## src/rtl/sdram_trk_pkg.sv

```systemverilog
package sdram_trk_pkg;

  localparam int BANK_W    = 2;
  localparam int NUM_BANKS = 1 << BANK_W;
  localparam int ROW_W     = 11;
  localparam int COL_W     = 8;

  typedef enum logic [2:0] {
    CMD_MRS = 3'b000,
    CMD_REF = 3'b001,
    CMD_PRE = 3'b010,
    CMD_ACT = 3'b011,
    CMD_WR  = 3'b100,
    CMD_RD  = 3'b101,
    CMD_RSV = 3'b110,
    CMD_NOP = 3'b111
  } cmd_e;

  typedef struct packed {
    logic              open;
    logic              close;
    logic              closeAll;
    logic [BANK_W-1:0] bank;
    logic [ROW_W-1:0]  row;
    logic              apClose;
    logic [BANK_W-1:0] apBank;
  } bankStrb_t;

endpackage

```

## src/rtl/sdram_trk_ctrl.sv

```systemverilog
module sdram_trk_ctrl
  import sdram_trk_pkg::*;
#(
  parameter int BURST_LEN = 4,
  parameter int AP_BIT    = 10
) (
  input  logic                 clk,
  input  logic                 rstN,
  input  logic                 cke,
  input  logic                 csN,
  input  logic                 rasN,
  input  logic                 casN,
  input  logic                 weN,
  input  logic [BANK_W-1:0]    ba,
  input  logic [ROW_W-1:0]     addr,
  input  logic [NUM_BANKS-1:0] bankActive,
  output bankStrb_t            strb,
  output logic                 cmdValid,
  output logic [2:0]           cmdCode,
  output logic [BANK_W-1:0]    cmdBank,
  output logic [ROW_W-1:0]     cmdAddr,
  output logic                 cmdAutoPre,
  output logic                 cmdError,
  output logic                 burstActive,
  output logic                 powerDown,
  output logic                 suspended
);

  localparam int CNT_W = $clog2(BURST_LEN + 1);

  logic              ckeQ;
  logic [CNT_W-1:0]  beatCnt, beatCntNext;
  logic              apPending, apPendingNext;
  logic [BANK_W-1:0] apBank;
  cmd_e              code;
  logic              edgeValid, selCmd, tgtActive;
  logic              isAct, isRw, isPre, isRef, isMrs;
  logic              actOk, actErr, rwOk, rwErr, lastBeat, accepted;

  assign code      = cmd_e'({rasN, casN, weN});
  assign edgeValid = ckeQ;
  assign selCmd    = edgeValid && !csN;
  assign tgtActive = bankActive[ba];

  assign isAct = selCmd && (code == CMD_ACT);
  assign isRw  = selCmd && ((code == CMD_RD) || (code == CMD_WR));
  assign isPre = selCmd && (code == CMD_PRE);
  assign isRef = selCmd && (code == CMD_REF);
  assign isMrs = selCmd && (code == CMD_MRS);

  assign actErr   = isAct && tgtActive;
  assign actOk    = isAct && !tgtActive;
  assign rwErr    = isRw && (!tgtActive || apPending);
  assign rwOk     = isRw && !rwErr;
  assign accepted = actOk || rwOk || isPre || isRef || isMrs;
  assign lastBeat = edgeValid && (beatCnt == CNT_W'(1));

  always_comb begin
    beatCntNext = beatCnt;
    if (rwOk) beatCntNext = CNT_W'(BURST_LEN);
    else if (edgeValid && beatCnt != '0) beatCntNext = beatCnt - CNT_W'(1);
  end

  always_comb begin
    apPendingNext = apPending;
    if (rwOk) apPendingNext = addr[AP_BIT];
    else begin
      if (lastBeat) apPendingNext = 1'b0;
      if (isPre && (addr[AP_BIT] || ba == apBank)) apPendingNext = 1'b0;
    end
  end

  always_comb begin
    strb          = '0;
    strb.open     = actOk;
    strb.close    = isPre;
    strb.closeAll = isPre && addr[AP_BIT];
    strb.bank     = ba;
    strb.row      = addr;
    strb.apClose  = lastBeat && apPending;
    strb.apBank   = apBank;
  end

  always_ff @(posedge clk or negedge rstN) begin
    if (!rstN) begin
      ckeQ      <= 1'b1;
      beatCnt   <= '0;
      apPending <= 1'b0;
      apBank    <= '0;
      powerDown <= 1'b0;
      suspended <= 1'b0;
    end else begin
      ckeQ      <= cke;
      beatCnt   <= beatCntNext;
      apPending <= apPendingNext;
      if (rwOk) apBank <= ba;
      powerDown <= !cke && (beatCntNext == '0);
      suspended <= !cke && (beatCntNext != '0);
    end
  end

  always_ff @(posedge clk or negedge rstN) begin
    if (!rstN) begin
      cmdValid   <= 1'b0;
      cmdCode    <= CMD_NOP;
      cmdBank    <= '0;
      cmdAddr    <= '0;
      cmdAutoPre <= 1'b0;
      cmdError   <= 1'b0;
    end else begin
      cmdValid   <= accepted;
      cmdCode    <= accepted ? code : CMD_NOP;
      cmdBank    <= accepted ? ba : '0;
      cmdError   <= actErr || rwErr;
      cmdAutoPre <= rwOk && addr[AP_BIT];
      if (rwOk)          cmdAddr <= {{(ROW_W-COL_W){1'b0}}, addr[COL_W-1:0]};
      else if (accepted) cmdAddr <= addr;
      else               cmdAddr <= '0;
    end
  end

  assign burstActive = (beatCnt != '0);

  assert_err_no_strobe_R7: assert property (@(posedge clk) disable iff (!rstN)
    cmdError |-> !cmdValid);
  assert_dead_edge_R9: assert property (@(posedge clk) disable iff (!rstN)
    !ckeQ |=> (!cmdValid && !cmdError));
  assert_pd_idle_R10: assert property (@(posedge clk) disable iff (!rstN)
    powerDown |-> !burstActive);
  assert_pd_frozen_R10: assert property (@(posedge clk) disable iff (!rstN)
    powerDown |=> $stable(bankActive));

endmodule

```

## src/rtl/sdram_trk_banks.sv

```systemverilog
module sdram_trk_banks
  import sdram_trk_pkg::*;
(
  input  logic                       clk,
  input  logic                       rstN,
  input  bankStrb_t                  strb,
  output logic [NUM_BANKS-1:0]       bankActive,
  output logic [NUM_BANKS*ROW_W-1:0] bankRowFlat
);

  for (genvar i = 0; i < NUM_BANKS; i++) begin : g_bank
    logic hitOpen, hitClose;
    assign hitOpen  = strb.open && (strb.bank == BANK_W'(i));
    assign hitClose = (strb.close && (strb.closeAll || strb.bank == BANK_W'(i)))
                   || (strb.apClose && strb.apBank == BANK_W'(i));

    always_ff @(posedge clk or negedge rstN) begin
      if (!rstN) begin
        bankActive[i]                 <= 1'b0;
        bankRowFlat[i*ROW_W +: ROW_W] <= '0;
      end else if (hitOpen) begin
        bankActive[i]                 <= 1'b1;
        bankRowFlat[i*ROW_W +: ROW_W] <= strb.row;
      end else if (hitClose) begin
        bankActive[i]                 <= 1'b0;
      end
    end
  end

  assert_open_sets_R3: assert property (@(posedge clk) disable iff (!rstN)
    strb.open |=> bankActive[$past(strb.bank)]);
  assert_close_all_R5: assert property (@(posedge clk) disable iff (!rstN)
    (strb.close && strb.closeAll) |=> (bankActive == '0));
  assert_auto_close_R6: assert property (@(posedge clk) disable iff (!rstN)
    strb.apClose |=> !bankActive[$past(strb.apBank)]);

endmodule

```

## src/rtl/sdram_cmd_tracker.sv

```systemverilog
module sdram_cmd_tracker
  import sdram_trk_pkg::*;
#(
  parameter int BURST_LEN = 4,
  parameter int AP_BIT    = 10
) (
  input  logic                       clk,
  input  logic                       rstN,
  input  logic                       cke,
  input  logic                       csN,
  input  logic                       rasN,
  input  logic                       casN,
  input  logic                       weN,
  input  logic [BANK_W-1:0]          ba,
  input  logic [ROW_W-1:0]           addr,
  output logic                       cmdValid,
  output logic [2:0]                 cmdCode,
  output logic [BANK_W-1:0]          cmdBank,
  output logic [ROW_W-1:0]           cmdAddr,
  output logic                       cmdAutoPre,
  output logic                       cmdError,
  output logic [NUM_BANKS-1:0]       bankActive,
  output logic [NUM_BANKS*ROW_W-1:0] bankRowFlat,
  output logic                       burstActive,
  output logic                       powerDown,
  output logic                       suspended
);

  bankStrb_t strb;

  sdram_trk_ctrl #(.BURST_LEN(BURST_LEN), .AP_BIT(AP_BIT)) u_ctrl (
    .clk(clk), .rstN(rstN), .cke(cke), .csN(csN), .rasN(rasN), .casN(casN),
    .weN(weN), .ba(ba), .addr(addr), .bankActive(bankActive), .strb(strb),
    .cmdValid(cmdValid), .cmdCode(cmdCode), .cmdBank(cmdBank),
    .cmdAddr(cmdAddr), .cmdAutoPre(cmdAutoPre), .cmdError(cmdError),
    .burstActive(burstActive), .powerDown(powerDown), .suspended(suspended)
  );

  sdram_trk_banks u_banks (
    .clk(clk), .rstN(rstN), .strb(strb),
    .bankActive(bankActive), .bankRowFlat(bankRowFlat)
  );

endmodule

```

## config.mk

```make
export PLATFORM = sky130hd
export DESIGN_NAME = sdram_cmd_tracker
export DESIGN_NICKNAME = d
export VERILOG_FILES = /design/src/rtl/sdram_trk_pkg.sv /design/src/rtl/sdram_trk_ctrl.sv /design/src/rtl/sdram_trk_banks.sv /design/src/rtl/sdram_cmd_tracker.sv
export SDC_FILE = /design/constraint.sdc
export NUM_CORES = 1
export LEC_CHECK = 0
export CORE_ASPECT_RATIO = 0.9
export CORE_MARGIN = 4
export CORE_UTILIZATION = 46
export DETAILED_ROUTE_END_ITERATION = 12
export GPL_TIMING_DRIVEN = 0
export HOLD_SLACK_MARGIN = 0.02
export PLACE_DENSITY = 0.78
export SYNTH_ARGS = -nofsm -noshare
export SYNTH_HDL_FRONTEND = slang
export SYNTH_SLANG_ARGS = --single-unit
```

## constraint.sdc

```tcl
create_clock -name clk -period 2.4 [get_ports clk]
set_input_delay 0.72 -clock clk [delete_from_list [all_inputs] [get_ports clk]]
set_output_delay 0.72 -clock clk [all_outputs]
set_load 0.01 [all_outputs]
```

==> results.md, run 1 <==
## STA
- 0 — final hold viol count
- 0.00941 ns — Post-Route Skew
- 0.415 ns — transition time at the pin with the least slew margin
- 95.4% — Period Utilization, post-route
- 0.252 ns — Final Hold Slack
- 0 — Max Slew Vio Count
- 437 MHz — achievable frequency
- 71.9% — max-slew headroom at the worst pin
- 0 — final setup vio count
- 2.29 ns — crit path time final
- false — setup repair after global routing missed its margin

## Cells and area
- clkdlybuf4s50_1 — most common cell after layout, fill and taps aside
- clkdlybuf4s50_1 (81), dfrtp_1 (72), mux2_1 (30) — commonest non-fill, non-tap cells in the layout
- 17.5% — share of cells above drive strength 1
- 338 — Post-layout nets
- 43.3% — growth of design area from synthesis to finish
- 0 — antenna cells

## Clock network
- 0.08 ns — clock-pin slew on the worst setup and hold paths
- done — clock tree from TritonCTS
- 76 — Sinks on Clock Net
- 9 — total CTS buffers
- 0.33 ns — Skew-Pair Late Insertion Delay
- 2 — clock tree buffer depth
- clkbuf_8 — CTS Root Cell
- 3 — H-tree depth

## Status
- complete, no violations — run status

## Logic synthesis
- 0 — Yosys warnings
- 38 — Unique masters post-synth
- 76 — flip-flop and latch count after synthesis
- dfrtp_1 — most instantiated flip-flop cell in the synthesis netlist
- 100% — proportion of register bits with asynchronous set or reset after synthesis
- 63.5% — Seq/Total Area, Yosys
- 14.1 um2 — synthesized area per cell
- 3000 um2 — netlist area before placement
- 0 — count of flip-flops with a built-in enable after synthesis
- 236 — total nets after synthesis
- 213 — Post-Syn Instances

## Floorplanning
- 7890 um2 — Die Outline Area
- 84.7 um — vertical die dimension
- 6220 um2 — total core area
- 48.3% — starting utilization of the core area
- 90 — top-level port count
- 93.2 um — Die Width
- 27 — # rows

## Route
- 16.8 um — average wire per cell in the routed design
- 2058 — vias
- 0 — drc violations
- 0 — Routed Antenna Nets
- 5.06 — average vias per placed instance
- 4 — detailed-router iteration count before antenna repair
- 6830 um — Post-Route WL
- 97 — count of routing violations after the opening detailed-route iteration

## Worst setup path
- buf_2, nand4_1, buf_4, or4_4, mux2_4 — critical path cell sequence
- 0.62 ns — Largest stage delay, worst path
- or4_4 — master of the slowest instance on the critical path
- 10 — CP max FO
- 2.50 ns — Arr. time, crit path
- 2 — critical path buffer and inverter count
- register to register — kind of critical path
- simple AND/OR/NAND/NOR gates — top cell family by delay on the critical path
- register — endpoint class of the critical path
- 2.61 ns — required time of the critical path
- register — kind of start point of the critical path

## Global route
- 0 — overflow left after global routing
- 0 — number of antenna violations at the first check in global routing
- 18.4% — combined global-route utilization of all metal layers
- 11100 um — global-route wire length before repair
- 2115 — vias in the first global route
- 61 — maximum number of pins on one net before global-route repair

## Power and ir drop
- 0.443 mV — peak supply drop
- 780 nW/um2 — PwrDens
- 3360 uW — total power
- 0.00202 uW — Static Leak

## Place
- 4750 um — hpwl dp
- 0.844 — final RePlAce weighted congestion
- 88 — Port Buffer Count

## Run
- 0 — number of maximum-capacitance constraint violations

## Min path
- input port to async pin — worst min-delay path category

## state kept, by name, summed over array words and instances (netlist names), 2 cells and up
register and count:
u_banks.bankActive 4, u_banks.bankRowFlat 44, u_ctrl.apBank 2, u_ctrl.beatCnt 3, u_ctrl.cmdAddr 11, u_ctrl.cmdBank 2
u_ctrl.cmdCode 3
## synth_stat cells (2+ instances only)
cell type,count,area [um2]
a21oi_1,6,30.0
and2_1,4,25.0
buf_2,5,25.0
buf_6,2,22.5
dfrtp_1,72,1800
dfstp_2,4,105
ha_1,3,37.5
inv_1,5,18.8
inv_2,3,11.3
mux2_1,36,405
mux2_2,8,90.1
nand2_1,7,26.3
nand2b_1,2,12.5
nand4b_1,2,17.5
nor2_1,5,18.8
nor2b_1,8,50.1
nor3_1,2,10.0
nor3b_1,2,15.0
o21ai_0,12,60.1
or2_1,2,12.5
or4_1,4,30.0
xnor2_1,3,26.3
## power by group
group / total, uW / internal [uW] / leakage (uW) / switching (uW)
logic: 758 / 429 / 0.000914 / 329
registers: 1570 / 1450 / 0.00100 / 120
clock network: 1030 / 583 / 0.000103 / 445
total: 3360 / 2460 / 0.00202 / 895
## cells by family (layout without fill, tap and decap cells)
family / count (synthesis) / in the layout / synth area share, %
flops: 76 / 76 / 63.5
mux: 46 / 46 / 17.6
simple gates: 46 / 47 / 9.25
compound gates: 23 / 23 / 4.87
buf+inv: 16 / 122 / 2.71
fa+ha+maj: 3 / 3 / 1.25
xor+xnor: 3 / 3 / 0.875
## layer usage
layer	global-route usage [%]	share of wire, %	vias up
met5	0	0	-
met4	5.59	0.79	0
met3	4.84	5.6	7
met2	29.0	47	73
met1	24.9	46	1029
li1	-	-	949
## per-stage QoR
stage | worst slack, ns | setup TNS (ns) | utilization [%] | cell area, um2 | cells
after floorplan | 0.323 | 0 | - | 3000 | 213
after global placement | -1.96 | -163.52 | 64.3 | 3990 | 388
after detailed placement | -0.431 | -18.62 | 64.7 | 4020 | 389
after CTS | -0.0110 | -0.0110 | 68.1 | 4240 | 403
after global routing | 0.0640 | 0 | 69.3 | 4310 | 407
final | 0.111 | 0 | 69.3 | 4310 | 407
## cell type report
class / count / area [um2]
sequential: 76 / 1910
timing repair buffer: 92 / 936
fill: 488 / 1910
multi-input combinational: 122 / 1060
inverter: 8 / 30.0
tap: 87 / 109
buffer: 6 / 50.0
clock inverter: 5 / 77.6
clock buffer: 11 / 131
## worst paths after layout
kind | start | to | slack, ns | cells after the start
min reg2reg | u_banks.bankRowFlat[35]$_DFFE_PN0P_ | u_banks.bankRowFlat[35]$_DFFE_PN0P_ | 0.49 | 1
min in group clk | u_banks.bankRowFlat[35]$_DFFE_PN0P_ | u_banks.bankRowFlat[35]$_DFFE_PN0P_ | 0.49 | 1
max in group asynchronous | rstN | u_ctrl.cmdCode[2]$_DFF_PN1_ | 1.56 | 2
min | rstN | u_ctrl.cmdAutoPre$_DFF_PN0_ | 0.25 | 1
max | u_ctrl.ckeQ$_DFF_PN1_ | u_banks.bankRowFlat[20]$_DFFE_PN0P_ | 0.11 | 5
max reg2reg | u_ctrl.ckeQ$_DFF_PN1_ | u_banks.bankRowFlat[20]$_DFFE_PN0P_ | 0.11 | 5
## repair_timing
action | 4_1_cts | 5_1_grt
gates cloned | 0 | 1
endpoints found under the setup margin | 37 | 18
hold endpoints to repair | 0 | 0
buffers inserted | 0 | 3
resized for setup | 8 | 12
hold buffers | 0 | 0
pin swaps | 1 | 4
Power figures use the tool's default switching activity.
==> inputs of run 2 (changes only) <==
- CORE_UTILIZATION: 46 -> 60
- DONT_BUFFER_PORTS: default -> 1
- PLACE_DENSITY: 0.78 -> 0.76
==> run 2 against run 1 <==
- clock-buffer cell count up 1
- sequential share of layout area up 15 points
- register-to-register slack gained 0.04 ns
- critical path type unchanged
- sequential cell count did not move
- non-clock buffer count shrank 90
- clock power fell by 22%
- critical endpoint is now u_banks.bankRowFlat[2]$_DFFE_PN0P_
- setup slack improved by 0.039 ns
- first-iteration DRC count is 45% higher
- critical path depth unchanged
- via count down 16%
- largest power group unchanged
==> results.md, run 2 (same netlist as run 1, synthesis figures left out) <==
## Cells and area
- 7.96% — growth of design area from synthesis to finish, was 43.3%
- 1020 um2 — area of the multi-input gates, was 1060 um2
- 44 — max reg flops, unchanged
- 0 — antenna cells, unchanged
- 17.6% — share of cells above drive strength 1, was 17.5%
- dfrtp_1 — most common cell after layout, fill and taps aside, was clkdlybuf4s50_1
- 1910 um2 — register area, unchanged
- u_banks.bankRowFlat — Reg with most FFs, unchanged
- 364 — Filler Cells Inserted, was 488
- dfrtp_1 (72), mux2_1 (36), o21ai_0 (12) — commonest non-fill, non-tap cells in the layout, was clkdlybuf4s50_1 (81), dfrtp_1 (72), mux2_1 (30)
- 247 — Post-layout nets, was 338
- u_banks.bankRowFlat: 44 flops, u_ctrl.cmdAddr: 11 flops, u_banks.bankActive: 4 flops — largest registers in the final layout, unchanged

## Clock network
- 76 — Sinks on Clock Net, unchanged
- 3 — H-tree depth, unchanged
- 0 — number of buffers inserted to repair setup after CTS, unchanged
- 2 — clock tree buffer depth, unchanged
- 0 — total of hold buffers inserted after clock tree synthesis, unchanged
- 0.33 ns — Skew-Pair Late Insertion Delay, about the same
- done — clock tree from TritonCTS, unchanged
- 9 — total CTS buffers, unchanged
- 0.07 ns — clock-pin slew on the worst setup and hold paths, was 0.08 ns
- clkbuf_8 — CTS Root Cell, unchanged
- 0 — Resized Gates After CTS, was 8

## Power and ir drop
- 2010 uW — internal power, was 2460 uW
- 2810 uW — total power, was 3360 uW
- 28.4% — Sw Ratio, was 26.7%
- 0.488 mV — peak supply drop, was 0.443 mV
- 798 uW — power spent charging and discharging nets, was 895 uW
- 28.5% — Clock Power Share, was 30.6%
- 12.5% — combinational cell fraction of total power, was 22.6%
- 867 nW/um2 — PwrDens, was 780 nW/um2
- 0.00158 uW — Static Leak, was 0.00202 uW
- 59.0% — share of total power in sequential cells, was 46.8%

## Worst setup path
- register — endpoint class of the critical path, unchanged
- 10 — CP max FO, unchanged
- register to register — kind of critical path, unchanged
- u_ctrl.ckeQ$_DFF_PN1_ — startpoint of the worst setup timing path, unchanged
- 5 — worst r2r path cells, unchanged
- u_ctrl.ckeQ$_DFF_PN1_ — Reg2Reg Launch Point, unchanged
- 2.61 ns — required time of the critical path, about the same
- 0.15 ns — register-to-register setup slack, was 0.11 ns
- register — kind of start point of the critical path, unchanged
- u_banks.bankRowFlat[2]$_DFFE_PN0P_ — end point of the critical path, was u_banks.bankRowFlat[20]$_DFFE_PN0P_
- u_banks.bankRowFlat[2]$_DFFE_PN0P_ — Reg2Reg Capture Point, was u_banks.bankRowFlat[20]$_DFFE_PN0P_
- 2.46 ns — Arr. time, crit path, was 2.50 ns

## Min path
- input port to async pin — worst min-delay path category, unchanged

## STA
- false — setup repair after global routing missed its margin, unchanged
- 0 ns — Final TNS setup, unchanged
- 2.25 ns — crit path time final, was 2.29 ns
- 0 — Max Slew Vio Count, unchanged
- 93.7% — Period Utilization, post-route, was 95.4%
- 444 MHz — achievable frequency, was 437 MHz
- 0.00710 ns — Post-Route Skew, was 0.00941 ns
- 0.150 ns — Worst Slack Setup Final, was 0.111 ns
- 0 — final hold viol count, unchanged
- 0.458 ns — transition time at the pin with the least slew margin, was 0.415 ns
- 69.1% — max-slew headroom at the worst pin, was 71.9%
- 0 — final setup vio count, unchanged

## Global route
- 0 — overflow left after global routing, unchanged
- 1924 — vias in the first global route, was 2115
- 22.6% — combined global-route utilization of all metal layers, was 18.4%
- 0 — number of antenna violations at the first check in global routing, unchanged
- 77 — maximum number of pins on one net before global-route repair, was 61
- 10000 um — global-route wire length before repair, was 11100 um

## Route
- 2360 um — met1 routed wirelength after detailed routing, was 3160 um
- 6310 um — Post-Route WL, was 6830 um
- 3240 um — total length of routed met2 wires, about the same
- 21.6 um — average wire per cell in the routed design, was 16.8 um
- 0 — drc violations, unchanged
- 0 — Routed Antenna Nets, unchanged
- 141 — count of routing violations after the opening detailed-route iteration, was 97
- 1732 — vias, was 2058
- met4 — highest routed layer, unchanged
- 5.93 — average vias per placed instance, was 5.06
- 665 um — met3 WL post-DR, was 381 um
- 4 — detailed-router iteration count before antenna repair, unchanged

## Run
- 0 — number of maximum-capacitance constraint violations, unchanged

## Floorplanning
- 24 — # rows, was 27
- 82.6 um — Die Width, was 93.2 um
- 4830 um2 — total core area, was 6220 um2
- 75.1 um — vertical die dimension, was 84.7 um
- 62.1% — starting utilization of the core area, was 48.3%
- 6200 um2 — Die Outline Area, was 7890 um2
- 90 — top-level port count, unchanged

## Place
- 0 — Port Buffer Count, was 88
- 0.767 — final RePlAce weighted congestion, was 0.844
- 4470 um — hpwl dp, was 4750 um
- 0.0573 ns — worst setup timing slack at the placement stage, was -0.431 ns

## Status
- complete, no violations — run status, unchanged

run 2: changes by cell type in the layout (fill, tap and decap cells not counted), sizes merged:
cell,previous run,this run
clkdlybuf4s50,81,0
dlymetal6s2s,4,0
buf,10,7
bufinv,2,0
dlygate4sd2,2,0
clkbuf,12,13
clkinv,2,1
or4,5,4
run 2: worst max-delay path, cell delays in order (launching register included):
cell,delay (ns)
dfstp_2,0.51
buf_2,0.19
nand4_1,0.23
or4_1,0.57
buf_2,0.27
mux2_1,0.37
run 2: layer usage:
layer / track usage (%) / up-vias
met2: 38.3 / 81
met4: 5.26 / 0
li1: - / 760
met5: 0 / -
met1: 26.0 / 885
met3: 10.8 / 6
run 2: layout make-up:
type | count | area share (%)
Buffer | 8 | 1.58
Inverter | 8 | 0.926
Tap cell | 65 | 2.51
Clock buffer | 12 | 4.48
Sequential cell | 76 | 58.8
Clock inverter | 2 | 0.386
Multi-Input combinational cell | 121 | 31.3
run 2: how the worst min path moves through the flow:
stage | from | end | slack (ns) | cells after the start
after floorplan | rstN | u_banks.bankActive[0]$_DFFE_PN0P_ | 0.42 | 0
after global placement | rstN | u_ctrl.suspended$_DFF_PN0_ | 0.43 | 0
after detailed placement | rstN | u_ctrl.suspended$_DFF_PN0_ | 0.43 | 0
after CTS | rstN | u_ctrl.cmdAddr[0]$_DFF_PN0_ | 0.06 | 0
after global routing | rstN | u_ctrl.cmdAddr[7]$_DFF_PN0_ | 0.04 | 0
final | rstN | u_banks.bankRowFlat[21]$_DFFE_PN0P_ | 0.08 | 0
run 2: power by group through the flow:
stage	Combinational [uW]	Clock, uW	Sequential, uW
floorplan	284	0	1630
global placement	314	0	1670
detailed placement	347	0	1680
CTS	351	820	1660
global route	410	881	1680
finish	351	802	1660
run 2: through the flow:
step | hold slack (ns) | instance area, um2 | std cells | utilization [%]
2_1_floorplan | 0.424 | 3000 | 213 | -
3_3_place_gp | 0.426 | 3090 | 278 | 63.8
3_5_place_dp | 0.426 | 3090 | 278 | 63.8
4_1_cts | 0.0621 | 3240 | 292 | 67.1
5_1_grt | 0.0431 | 3240 | 292 | 67.1
6_report | 0.0761 | 3240 | 292 | 67.1
==> inputs of run 3 (changes only) <==
- GPL_TIMING_DRIVEN: 0 -> default
==> run 3 against run 2 <==
- clock power is 1% lower
- first-iteration DRC count fell by 0.71%
- combinational power decreased by 6.6%
- total power down 1.2%
- hold slack worse by 0.0056 ns
- global-route usage down 1.1 points
- non-clock buffer count rose by 1
- critical path type unchanged
- clock-buffer cell count increased by 1
- via count grew 0.12%
- final area is 0.39% higher
- highest routed layer unchanged
- maximum frequency is 13% higher
- wire length is 2.3% lower
==> results.md, run 3 (same netlist as run 1, synthesis figures left out) <==
## Worst setup path
- u_banks.bankRowFlat[40]$_DFFE_PN0P_ — Reg2Reg Capture Point, was u_banks.bankRowFlat[2]$_DFFE_PN0P_
- dfstp_2 — master of the slowest instance on the critical path, was or4_1
- 0.40 ns — register-to-register setup slack, was 0.15 ns
- simple AND/OR/NAND/NOR gates — top cell family by delay on the critical path, unchanged
- u_ctrl.ckeQ$_DFF_PN1_ — startpoint of the worst setup timing path, unchanged
- u_ctrl.ckeQ$_DFF_PN1_ — Reg2Reg Launch Point, unchanged
- nand4_1, or4_1, buf_4, mux2_1 — critical path cell sequence, was buf_2, nand4_1, or4_1, buf_2, mux2_1
- register to register — kind of critical path, unchanged
- 4 — worst r2r path cells, was 5
- 2.21 ns — Arr. time, crit path, was 2.46 ns
- register — kind of start point of the critical path, unchanged
- 2.62 ns — required time of the critical path, was 2.61 ns
- 10 — CP max FO, unchanged
- 0.62 ns — Largest stage delay, worst path, was 0.57 ns
- 1 — critical path buffer and inverter count, was 2
- register — endpoint class of the critical path, unchanged

## STA
- 68.9% — max-slew headroom at the worst pin, was 69.1%
- 0.00802 ns — Post-Route Skew, was 0.00710 ns
- false — setup repair after global routing missed its margin, unchanged
- 83.3% — Period Utilization, post-route, was 93.7%
- 0.460 ns — transition time at the pin with the least slew margin, was 0.458 ns
- 500 MHz — achievable frequency, was 444 MHz
- 0 — Max Slew Vio Count, unchanged
- 0.0705 ns — Final Hold Slack, was 0.0761 ns
- 2.00 ns — crit path time final, was 2.25 ns
- 0 ns — Final TNS setup, unchanged
- 0 — final setup vio count, unchanged
- 0.402 ns — Worst Slack Setup Final, was 0.150 ns
- 0 — final hold viol count, unchanged

## Clock network
- 9 — total CTS buffers, unchanged
- 2 — clock tree buffer depth, unchanged
- clkbuf_8 — CTS Root Cell, unchanged
- 0.34 ns — Skew-Pair Late Insertion Delay, was 0.33 ns
- 0 — number of buffers inserted to repair setup after CTS, unchanged
- 0 — total of hold buffers inserted after clock tree synthesis, unchanged
- done — clock tree from TritonCTS, unchanged
- 0.07 ns — clock-pin slew on the worst setup and hold paths, about the same
- 0 — Resized Gates After CTS, unchanged
- 76 — Sinks on Clock Net, unchanged
- 3 — H-tree depth, unchanged

## Place
- 4460 um — hpwl dp, was 4470 um
- 0.174 ns — worst setup timing slack at the placement stage, was 0.0573 ns
- 0 — Port Buffer Count, unchanged
- 0.753 — final RePlAce weighted congestion, was 0.767

## Floorplanning
- 62.1% — starting utilization of the core area, unchanged
- 24 — # rows, unchanged
- 4830 um2 — total core area, unchanged
- 75.1 um — vertical die dimension, unchanged
- 90 — top-level port count, unchanged
- 82.6 um — Die Width, unchanged
- 6200 um2 — Die Outline Area, unchanged

## Min path
- input port to async pin — worst min-delay path category, unchanged

## Cells and area
- u_banks.bankRowFlat — Reg with most FFs, unchanged
- 0 — antenna cells, unchanged
- 8.37% — growth of design area from synthesis to finish, was 7.96%
- dfrtp_1 (72), mux2_1 (36), o21ai_0 (12) — commonest non-fill, non-tap cells in the layout, unchanged
- u_banks.bankRowFlat: 44 flops, u_ctrl.cmdAddr: 11 flops, u_banks.bankActive: 4 flops — largest registers in the final layout, unchanged
- 18.3% — share of cells above drive strength 1, was 17.6%
- 248 — Post-layout nets, was 247
- 44 — max reg flops, unchanged
- dfrtp_1 — most common cell after layout, fill and taps aside, unchanged

## Route
- 4 — detailed-router iteration count before antenna repair, unchanged
- 20.9 um — average wire per cell in the routed design, was 21.6 um
- 6170 um — Post-Route WL, was 6310 um
- 0 — drc violations, unchanged
- 1734 — vias, was 1732
- 140 — count of routing violations after the opening detailed-route iteration, was 141
- 0 — Routed Antenna Nets, unchanged
- 5.88 — average vias per placed instance, was 5.93

## Power and ir drop
- 853 nW/um2 — PwrDens, was 867 nW/um2
- 0.420 mV — peak supply drop, was 0.488 mV
- 0.00159 uW — Static Leak, was 0.00158 uW

## Global route
- 9490 um — global-route wire length before repair, was 10000 um
- 1802 — vias in the first global route, was 1924
- 77 — maximum number of pins on one net before global-route repair, unchanged
- 0 — number of antenna violations at the first check in global routing, unchanged
- 0 — overflow left after global routing, unchanged
- 21.5% — combined global-route utilization of all metal layers, was 22.6%

## Status
- complete, no violations — run status, unchanged

## Run
- 0 — number of maximum-capacitance constraint violations, unchanged

==> run 3: cell count changes in the layout (fill, tap and decap cells not counted) <==
| cell | before | now |
|---|---|---|
| clkinvlp_4 | 1 | 0 |
| buf_4 | 0 | 9 |
| clkbuf_1 | 3 | 4 |
| clkinv_2 | 1 | 3 |
| clkbuf_8 | 10 | 9 |
| buf_2 | 5 | 0 |
| buf_6 | 2 | 0 |
==> run 3: worst max-delay path by stage <==
stage	endpoint	cells after the start
finish	u_banks.bankRowFlat[40]$_DFFE_PN0P_	4
global route	burstActive	3
CTS	u_banks.bankRowFlat[40]$_DFFE_PN0P_	4
detailed placement	u_banks.bankRowFlat[40]$_DFFE_PN0P_	5
global placement	u_banks.bankRowFlat[40]$_DFFE_PN0P_	5
floorplan	u_ctrl.cmdCode[0]$_DFF_PN1_	6
==> run 3: layout make-up <==
class	instances	area (um2)
inverter	8	30.0
clock buffer	13	139
multi-input combinational	121	1020
clock inverter	3	15.0
tap	65	81.3
sequential	76	1910
fill	338	1580
timing repair buffer	9	67.6
==> run 3: metal layers <==
metal | vias to the layer above | track usage (%) | share of wire, %
li1 | 767 | - | -
met1 | 870 | 25.1 | 36
met2 | 86 | 34.3 | 51
met3 | 11 | 10.4 | 11
met4 | 0 | 8.35 | 1.6
met5 | - | 0 | 0
==> run 3: report_power, final <==
group          switching (uW)  internal (uW)  total (uW)
clock network             419            372         791
registers                 207           1450        1660
logic                     160            169         328
==> run 3: per-stage QoR <==
step                      util [%]  area [um2]  total power [uW]  std cells
after global routing          67.3        3260              2940        295
after floorplan                  -        3000              1910        213
final                         67.3        3260              2780        295
after detailed placement      64.2        3100              2020        279
after global placement        64.2        3100              1980        279
after CTS                     67.3        3260              2810        295
